### src/rtl/ccg_pkg.sv
package ccg_pkg;

   typedef enum logic [3:0] {
      OP_ADD   = 4'd0,
      OP_ADDC  = 4'd1,
      OP_SUB   = 4'd2,
      OP_SUBC  = 4'd3,
      OP_AND   = 4'd4,
      OP_OR    = 4'd5,
      OP_XOR   = 4'd6,
      OP_ANDN  = 4'd7,
      OP_ORN   = 4'd8,
      OP_XNOR  = 4'd9,
      OP_TADD  = 4'd10,
      OP_TSUB  = 4'd11,
      OP_TADDT = 4'd12,
      OP_TSUBT = 4'd13,
      OP_MSTEP = 4'd14,
      OP_RSVD  = 4'd15
   } ccg_op_e;

   // bit positions inside one 4-bit group
   localparam int FLAG_C = 0;
   localparam int FLAG_V = 1;
   localparam int FLAG_Z = 2;
   localparam int FLAG_N = 3;
   localparam int GROUP_W = 4;

   function automatic logic op_is_logic(ccg_op_e op);
      return (op == OP_AND) || (op == OP_OR) || (op == OP_XOR) ||
             (op == OP_ANDN) || (op == OP_ORN) || (op == OP_XNOR);
   endfunction

   function automatic logic op_is_tagged(ccg_op_e op);
      return (op == OP_TADD) || (op == OP_TSUB) ||
             (op == OP_TADDT) || (op == OP_TSUBT);
   endfunction

   function automatic logic op_is_trapping(ccg_op_e op);
      return (op == OP_TADDT) || (op == OP_TSUBT);
   endfunction

endpackage

### src/rtl/ccg_opsel.sv
module ccg_opsel
   import ccg_pkg::*;
#(
   parameter int WIDTH    = 64,
   parameter int LOW      = 32,
   parameter int TAG_BITS = 2
) (
   input  logic [WIDTH-1:0] opnd_a,
   input  logic [WIDTH-1:0] opnd_b,
   input  ccg_op_e          op,
   input  logic [3:0]       icc_in,
   input  logic             mstep_y0,
   output logic [WIDTH-1:0] add_x,
   output logic [WIDTH-1:0] add_y,
   output logic             add_cin,
   output logic             sub_mode,
   output logic             logic_mode,
   output logic             tag_err,
   output logic             trap_op
);
   localparam int HI_W = WIDTH - LOW;

   logic nv_bit;
   logic unused_icc_z;

   assign nv_bit       = icc_in[FLAG_N] ^ icc_in[FLAG_V];
   assign unused_icc_z = icc_in[FLAG_Z];

   always_comb begin
      add_x    = opnd_a;
      add_y    = opnd_b;
      add_cin  = 1'b0;
      sub_mode = 1'b0;
      case (op)
         OP_ADDC: add_cin = icc_in[FLAG_C];
         OP_SUB, OP_TSUB, OP_TSUBT: begin
            add_y    = ~opnd_b;
            add_cin  = 1'b1;
            sub_mode = 1'b1;
         end
         OP_SUBC: begin
            add_y    = ~opnd_b;
            add_cin  = ~icc_in[FLAG_C];
            sub_mode = 1'b1;
         end
         OP_MSTEP: begin
            add_x = {{HI_W{1'b0}}, nv_bit, opnd_a[LOW-1:1]};
            add_y = mstep_y0 ? {{HI_W{1'b0}}, opnd_b[LOW-1:0]} : '0;
         end
         default: ;
      endcase
   end

   assign logic_mode = op_is_logic(op);
   assign trap_op    = op_is_trapping(op);
   assign tag_err    = op_is_tagged(op) &&
                       ((|opnd_a[TAG_BITS-1:0]) || (|opnd_b[TAG_BITS-1:0]));

endmodule

### src/rtl/ccg_adder.sv
module ccg_adder #(
   parameter int WIDTH = 64,
   parameter int LOW   = 32,
   parameter bit SPLIT = 1'b1
) (
   input  logic [WIDTH-1:0] x,
   input  logic [WIDTH-1:0] y,
   input  logic             cin,
   output logic [WIDTH-1:0] sum,
   output logic             c_lo,
   output logic             c_hi
);
   localparam int HI_W = WIDTH - LOW;

   generate
      if (SPLIT) begin : g_chain
         logic [LOW:0]  lo_part;
         logic [HI_W:0] hi_part;
         assign lo_part = {1'b0, x[LOW-1:0]} + {1'b0, y[LOW-1:0]} + {{LOW{1'b0}}, cin};
         assign hi_part = {1'b0, x[WIDTH-1:LOW]} + {1'b0, y[WIDTH-1:LOW]} +
                          {{HI_W{1'b0}}, lo_part[LOW]};
         assign sum  = {hi_part[HI_W-1:0], lo_part[LOW-1:0]};
         assign c_lo = lo_part[LOW];
         assign c_hi = hi_part[HI_W];
      end else begin : g_flat
         logic [WIDTH:0] full;
         logic [LOW:0]   lo_sum_unused;
         assign full = {1'b0, x} + {1'b0, y} + {{WIDTH{1'b0}}, cin};
         assign lo_sum_unused = {1'b0, x[LOW-1:0]} + {1'b0, y[LOW-1:0]} +
                                {{LOW{1'b0}}, cin};
         assign sum  = full[WIDTH-1:0];
         assign c_lo = lo_sum_unused[LOW];
         assign c_hi = full[WIDTH];
      end
   endgenerate

endmodule

### src/rtl/ccg_logic.sv
module ccg_logic
   import ccg_pkg::*;
#(
   parameter int WIDTH = 64
) (
   input  logic [WIDTH-1:0] opnd_a,
   input  logic [WIDTH-1:0] opnd_b,
   input  ccg_op_e          op,
   output logic [WIDTH-1:0] res
);
   always_comb begin
      case (op)
         OP_AND:  res = opnd_a & opnd_b;
         OP_OR:   res = opnd_a | opnd_b;
         OP_XOR:  res = opnd_a ^ opnd_b;
         OP_ANDN: res = opnd_a & ~opnd_b;
         OP_ORN:  res = opnd_a | ~opnd_b;
         OP_XNOR: res = ~(opnd_a ^ opnd_b);
         default: res = '0;
      endcase
   end
endmodule

### src/rtl/ccg_flags.sv
module ccg_flags
   import ccg_pkg::*;
#(
   parameter int GW = 32
) (
   input  logic [GW-1:0]      res,
   input  logic               x_msb,
   input  logic               y_msb,
   input  logic               carry_out,
   input  logic               sub_mode,
   input  logic               arith,
   input  logic               tag_err,
   output logic [GROUP_W-1:0] nzvc
);
   logic ovf_sign;

   // y is already inverted for subtraction, so one rule covers both
   assign ovf_sign = (x_msb == y_msb) && (res[GW-1] != x_msb);

   always_comb begin
      nzvc         = '0;
      nzvc[FLAG_N] = res[GW-1];
      nzvc[FLAG_Z] = ~|res;
      nzvc[FLAG_V] = arith & (ovf_sign | tag_err);
      nzvc[FLAG_C] = arith & (carry_out ^ sub_mode);
   end
endmodule

### src/rtl/ccg_dualflag.sv
module ccg_dualflag
   import ccg_pkg::*;
#(
   parameter int WIDTH     = 64,
   parameter int LOW       = 32,
   parameter int TAG_BITS  = 2,
   parameter bit SPLIT_ADD = 1'b1
) (
   input  logic [WIDTH-1:0] opnd_a,
   input  logic [WIDTH-1:0] opnd_b,
   input  logic [3:0]       op_code,
   input  logic [3:0]       icc_in,
   input  logic             mstep_y0,
   output logic [WIDTH-1:0] result,
   output logic [7:0]       flags,
   output logic             tag_trap
);
   localparam int NGROUPS = 2;

   generate
      if (LOW < 2 || LOW >= WIDTH) begin : g_bad_low
         $error("ccg_dualflag: LOW must be in [2, WIDTH-1]");
      end
      if (TAG_BITS < 1 || TAG_BITS >= LOW) begin : g_bad_tag
         $error("ccg_dualflag: TAG_BITS must be in [1, LOW-1]");
      end
   endgenerate

   ccg_op_e          op;
   logic [WIDTH-1:0] add_x, add_y, sum, logic_res;
   logic             add_cin, sub_mode, logic_mode, tag_err, trap_op;
   logic             c_lo, c_hi;
   logic [GROUP_W-1:0] grp [NGROUPS];

   assign op = ccg_op_e'(op_code);

   ccg_opsel #(.WIDTH(WIDTH), .LOW(LOW), .TAG_BITS(TAG_BITS)) u_opsel (
      .opnd_a(opnd_a), .opnd_b(opnd_b), .op(op), .icc_in(icc_in),
      .mstep_y0(mstep_y0), .add_x(add_x), .add_y(add_y), .add_cin(add_cin),
      .sub_mode(sub_mode), .logic_mode(logic_mode), .tag_err(tag_err),
      .trap_op(trap_op)
   );

   ccg_adder #(.WIDTH(WIDTH), .LOW(LOW), .SPLIT(SPLIT_ADD)) u_adder (
      .x(add_x), .y(add_y), .cin(add_cin), .sum(sum), .c_lo(c_lo), .c_hi(c_hi)
   );

   ccg_logic #(.WIDTH(WIDTH)) u_logic (
      .opnd_a(opnd_a), .opnd_b(opnd_b), .op(op), .res(logic_res)
   );

   assign result = logic_mode ? logic_res : sum;

   // group 0: narrow (LOW bits), group 1: wide (WIDTH bits)
   generate
      for (genvar g = 0; g < NGROUPS; g++) begin : g_grp
         localparam int GW = (g == 0) ? LOW : WIDTH;
         ccg_flags #(.GW(GW)) u_flags (
            .res(result[GW-1:0]),
            .x_msb(add_x[GW-1]),
            .y_msb(add_y[GW-1]),
            .carry_out((g == 0) ? c_lo : c_hi),
            .sub_mode(sub_mode),
            .arith(~logic_mode),
            .tag_err((g == 0) ? tag_err : 1'b0),
            .nzvc(grp[g])
         );
      end
   endgenerate

   assign flags    = {grp[1], grp[0]};
   assign tag_trap = trap_op & grp[0][FLAG_V];

endmodule

### config.mk
export PLATFORM = sky130hd
export DESIGN_NAME = ccg_dualflag
export DESIGN_NICKNAME = d
export VERILOG_FILES = /design/src/rtl/ccg_pkg.sv /design/src/rtl/ccg_opsel.sv /design/src/rtl/ccg_adder.sv /design/src/rtl/ccg_logic.sv /design/src/rtl/ccg_flags.sv /design/src/rtl/ccg_dualflag.sv
export SDC_FILE = /design/constraint.sdc
export NUM_CORES = 1
export LEC_CHECK = 0
export ABC_AREA = 1
export BUFFER_PORTS_ARGS = -buffer_cell sky130_fd_sc_hd__buf_2
export CORE_MARGIN = 2
export CORE_UTILIZATION = 62
export DETAILED_ROUTE_END_ITERATION = 10
export PLACE_DENSITY_LB_ADDON = 0.25
export SLEW_MARGIN = 20
export SYNTH_ARGS = -nofsm -noshare
export SYNTH_HDL_FRONTEND = slang
export SYNTH_HIERARCHICAL = 1
export SYNTH_SLANG_ARGS = --single-unit
### constraint.sdc
create_clock -name vclk -period 4.9
set_clock_uncertainty 0.05 [all_clocks]
set_input_delay 0 -clock vclk [all_inputs]
set_output_delay 0 -clock vclk [all_outputs]
set_load 0.02 [all_outputs]
==> reports/results.ini, run 1 <==
[yosys]
synthTopCellsByArea=nand2_1, inv_1, nor2_1
postSynthAreaPerCell_um2=4.35
yosysTopAreaCellShare_pct=32.9
syn_inst=3372
ys_warn_count=6
ys_seq_area_share_pct=0
synth_top_area_cell=nand2_1
netlist-cell-type-count=42
synth_area_um2=14700
syn_nets=3575

[placement]
portBuffers=209
place.gp.congestion=1.01
dp.cells=3874
dp_hpwl_mm=39.8

[floorplanning]
die_w_um=158
die_h_um=158
core-area_um2=23300
rows=56
die_area_um2=24900
io_pins=210
start_util_pct=62.9

[power]
swShare_pct=65.9
p_clk_share_pct=0
p_leak_nw=11.5
power_frac_seq_pct=0
p_per_area_nw_per_um2=157
comb_power_share_pct=100.0
power.net_switching_w=0.00172
p_int_w=0.000889
irDropWorstVdd_uv=134

[sta]
fmax_mhz=214
worst_slew_pin_slew_ps=957
finalCritPeriodShare_pct=95.4
slew_headroom_pct=36.2
setup_viol=0
whs_ps=550
min_period_ps=4670
hold_viol=0
drv_slew=0

[grt]
grt-ovfl-total=0
grt_pass1_vias=18600
track_usage_pct=40.5
antenna_found_initial=4
grt_pass1_wl_mm=84.0
grt_max_degree=65

[cells_and_area]
final_cells=3892
drive_gt1_share_pct=12.7
ff_latch_area_um2=0
seq_cells=0
clock_buffers=0
nets=3774
n_fill_cell=2359
area_growth_pct=13.0
final_common_cell=nand2_1
layout_common_cells=nand2_1, inv_1, nor2_1

[critical_path]
crit_required_ps=4850
crit_type=input port to primary output
cpPeakStageDelay_ps=400
crit_family=simple AND/OR/NAND/NOR gates
crit_top_cell=nand2_1
start_kind=input port
end_kind=primary output
critPathSlowestCell=fa_2
cp.buffers_inverters=7
crit_arrival_ps=4620
critPathMaxFanout=6

[routing]
ant_nets=0
dr.pass1.iters=8
first_iter_violations=2107
wl_per_cell_um=13.8
drcViolationCount=0
drt_wl_total_mm=53.7
via_per_inst=5.32
vias=20700

[run]
maxCapViolCount=0

[outcome]
outcome=complete, no violations

[min_path]
min_path_type=input port to primary output

[layout make-up]
class	instances	area [um2]	area share [%]
multi-input combinational	2549	11600	69.8
inverter	711	2670	16.1
timing repair buffer	309	1930	11.7
tap	319	399	2.40
antenna	4	10.0	0.0603
[synthesized netlist by cell type (4+ instances only)]
library cell / instances
nand2_2: 41
nor2_1: 642
buf_4: 11
buf_2: 55
fa_1: 4
nand3_2: 5
inv_1: 703
nand3_1: 306
a21oi_1: 67
o21ai_0: 33
ha_1: 62
nor3_2: 5
inv_2: 7
nand4_1: 12
a21oi_2: 9
buf_6: 25
nand2_1: 1286
clkbuf_1: 14
and2_1: 6
xor2_1: 31
nor3_1: 5
nor2_2: 13
[kinds of logic after synthesis]
kind of cell	count (synthesis)	synth area share [%]
adders and majority gates	66	5.83
other	1	0.0255
buffers and inverters	823	23.4
and+or+nand+nor	2332	64.5
xor gates and xnor gates	33	1.97
AOI/OAI and AO/OA	117	4.33
[power groups by stage]
stage / combinational (W) / sequential (W) / clock [W]
final: 0.00261 / 0 / 0.000000000109
after global routing: 0.00289 / 0 / 0.000000000109
after CTS: 0.00247 / 0 / 0
after detailed placement: 0.00245 / 0 / 0
after global placement: 0.00240 / 0 / 0
after floorplan: 0.00171 / 0 / 0
[tightest hold or removal path, cell delays in order]
cell and delay [ps]:
buf_2 130, inv_1 50, nor2_1 40, nand2_1 50, nand3_1 50, nand2_1 60
nand2_1 60, buf_2 160
[worst paths after layout]
kind  slack [ps]          to  cells past startpoint       start
max          230    flags[6]                     39  op_code[1]
min          550  result[48]                      8  opnd_a[48]
[stage by stage]
| step | instance area (um2) | TNS, ps | worst slack (ps) | util [%] | power [W] |
|---|---|---|---|---|---|
| finish | 16600 | 0 | 228 | 71.1 | 0.00261 |
| global route | 16600 | -50.7 | -50.7 | 71.1 | 0.00289 |
| CTS | 16100 | 0 | 27.7 | 69.1 | 0.00247 |
| detailed placement | 16100 | -92.0 | -92.0 | 68.9 | 0.00245 |
| global placement | 16100 | 0 | 19.2 | 68.9 | 0.00240 |
| floorplan | 14700 | 0 | 677 | - | 0.00171 |
[repair_timing]
action                                 in CTS  in global routing
pin swaps                                   0                 31
setup endpoints to repair                   1                  2
endpoints found under the hold margin       0                  0
cloned                                      1                  2
hold buffers                                0                  0
setup buffers                               0                 12
resized for setup                           5                 77
[metal layers]
metal | track usage (%) | part of all wire, %
met3 | 3.78 | 8.6
met2 | 72.9 | 47
met5 | 0 | 0
met4 | 24.0 | 5.9
met1 | 46.3 | 39
Power figures use the tool's default switching activity.
==> inputs of run 2 (changes only) <==
--- a/config.mk
+++ b/config.mk
@@ -8,11 +8,10 @@
 export ABC_AREA = 1
 export BUFFER_PORTS_ARGS = -buffer_cell sky130_fd_sc_hd__buf_2
 export CORE_MARGIN = 2
-export CORE_UTILIZATION = 62
+export CORE_UTILIZATION = 60
 export DETAILED_ROUTE_END_ITERATION = 10
 export PLACE_DENSITY_LB_ADDON = 0.25
 export SLEW_MARGIN = 20
 export SYNTH_ARGS = -nofsm -noshare
 export SYNTH_HDL_FRONTEND = slang
-export SYNTH_HIERARCHICAL = 1
 export SYNTH_SLANG_ARGS = --single-unit
==> run 2 against run 1 <==
The flow now finishes with violations (setup timing). Count of clock-buffer cells in the layout is the same. Global-route usage increased by 5.6 points. Flip-flop and latch count unchanged. Core utilization grew 5.3 points. Wire length down 7.9%. Sequential share of layout area unchanged. Setup slack lost 370 ps. Via count fell by 16%. Final cell count shrank 26%.
==> reports/results.ini, run 2 <==
[cells_and_area]
fin_util_pct=76.4
n_fill_cell=1639
drive_gt1_share_pct=18.6
layout_common_cells=nand2_1, inv_1, nor2_1
seq_cells=0
nets=2872
ff_latch_area_um2=0
final_cells=2899
area_growth_pct=24.1
final_common_cell=nand2_1
clock_buffers=0

[routing]
drt_wl_total_mm=49.5
dr.pass1.iters=7
drcViolationCount=0
first_iter_violations=2049
ant_nets=0
wl_met2_mm=21.7
routed.top_layer=met4
routed-wl-met3_mm=5.47
wl_per_cell_um=17.1
wl_met1_mm=18.1
via_per_inst=5.98
vias=17300

[power]
p_leak_nw=7.94
p_per_area_nw_per_um2=183
irDropWorstVdd_uv=118

[floorplanning]
io_pins=210
die_h_um=140
die_area_um2=19700
core-area_um2=18100
start_util_pct=61.6
die_w_um=140
rows=49

[yosys]
netlist-cell-type-count=46
synthTopCellsByArea=nand2_1, inv_1, nor2_1
synth.most_common_cell=nand2_1
synth_fa_ha_area_share_pct=7.66
synth.area.mux_share_pct=0
yosys.area_share.simple_pct=53.2
synth_compound_area_share_pct=15.9
postSynthAreaPerCell_um2=4.72
ys_warn_count=0
yosysTopAreaCellShare_pct=27.1
synth-xor-area-share_pct=7.13
ys_seq_area_share_pct=0
syn_nets=2572
synth_top_family_by_area=simple AND/OR/NAND/NOR gates
synth_area_um2=11200
synth_top_area_cell=nand2_1
syn_inst=2369
yosys-top-cells-count=nand2_1, inv_1, nor2_1, nand3_1, o21ai_0

[placement]
dp_hpwl_mm=36.5
place.gp.congestion=1.01
dp.cells=2853
portBuffers=209

[critical_path]
crit_arrival_ps=4990
end_kind=primary output
cpPeakStageDelay_ps=330
crit_type=input port to primary output
critPathMaxFanout=8
critPathSlowestCell=ha_1
start_kind=input port
crit_top_cell=buf_4
crit_required_ps=4850

[outcome]
violations=setup timing
outcome=finished, violations left

[min_path]
min_path_type=input port to primary output

[sta]
whs_ps=440
finalCritPeriodShare_pct=103
slew_headroom_pct=24.6
setup_viol=2
worst_slew_pin_slew_ps=1130
rsz0062_at_grt=true
worst_slack_ps=-145
drv_slew=0
min_period_ps=5040
fmax_mhz=198
hold_viol=0

[grt]
track_usage_pct=46.1
grt-ovfl-total=0
grt_max_degree=44
grt_pass1_vias=15800
antenna_found_initial=2
grt_pass1_wl_mm=75.1

[cts]
ctsHoldBuffers=0

[run]
maxCapViolCount=0

## run 2: changes by cell type in the layout (fill, tap and decap cells not counted), sizes merged, moves of 40 or more
cell,before,now
inv,711,370
a21oi,76,128
nand2,1327,816
nand3,312,170
o21ai,35,160
nor2,658,321
buf,307,373
nand4,13,53
## run 2: layout make-up
type	instances	area (um2)	area share [%]
Multi-Input combinational cell	1919	9750	70.3
Timing Repair Buffer	377	2430	17.5
Inverter	371	1400	10.1
Tap cell	229	287	2.07
Antenna cell	3	7.51	0.0541
## run 2: power by group
part	internal [W]	switching (W)
Clock	0.0000000000821	0
Sequential	0	0
Combinational	0.000918	0.00162
## run 2: routing by layer
metal  GRT usage [%]  vias to the layer above
met2            77.7                     1183
met4            30.3                        0
met1            53.8                     7685
met3            7.97                      366
met5               0                        -
li1                -                     8104
## run 2: final timing paths
check        from        to  slack [ps]  cells after the start
max    op_code[0]  flags[6]        -140                     39
min    op_code[1]  tag_trap         440                      5
## run 2: critical path, delay by kind of cell
kind | cells | cell delay, ps
and+or+nand+nor | 13 | 1510
buffers and inverters | 23 | 2910
adders and majority gates | 1 | 330
AOI/OAI and AO/OA | 2 | 230
## run 2: stage by stage
| stage | setup TNS [ps] | cell area (um2) | total power [W] | setup slack (ps) |
|---|---|---|---|---|
| after floorplan | 0 | 11200 | 0.00146 | 14.2 |
| after global placement | -173 | 13100 | 0.00227 | -135 |
| after detailed placement | -428 | 13100 | 0.00231 | -259 |
| after CTS | 0 | 13300 | 0.00233 | 3.77 |
| after global routing | -557 | 13900 | 0.00275 | -290 |
| final | -182 | 13900 | 0.00254 | -145 |
## run 2: cells by family after synthesis
logic type | count (synthesis)
xor gates and xnor gates | 91
and+or+nand+nor | 1432
adders and majority gates | 66
buffers and inverters | 450
AOI/OAI and AO/OA | 330
## run 2: timing repair
item / 4_1_cts / 5_1_grt
buffers inserted: 20 / 20
gates cloned: 0 / 3
endpoints found under the hold margin: 0 / 0
pin swaps: 4 / 50
resized for setup: 22 / 96
endpoints found under the setup margin: 3 / 15
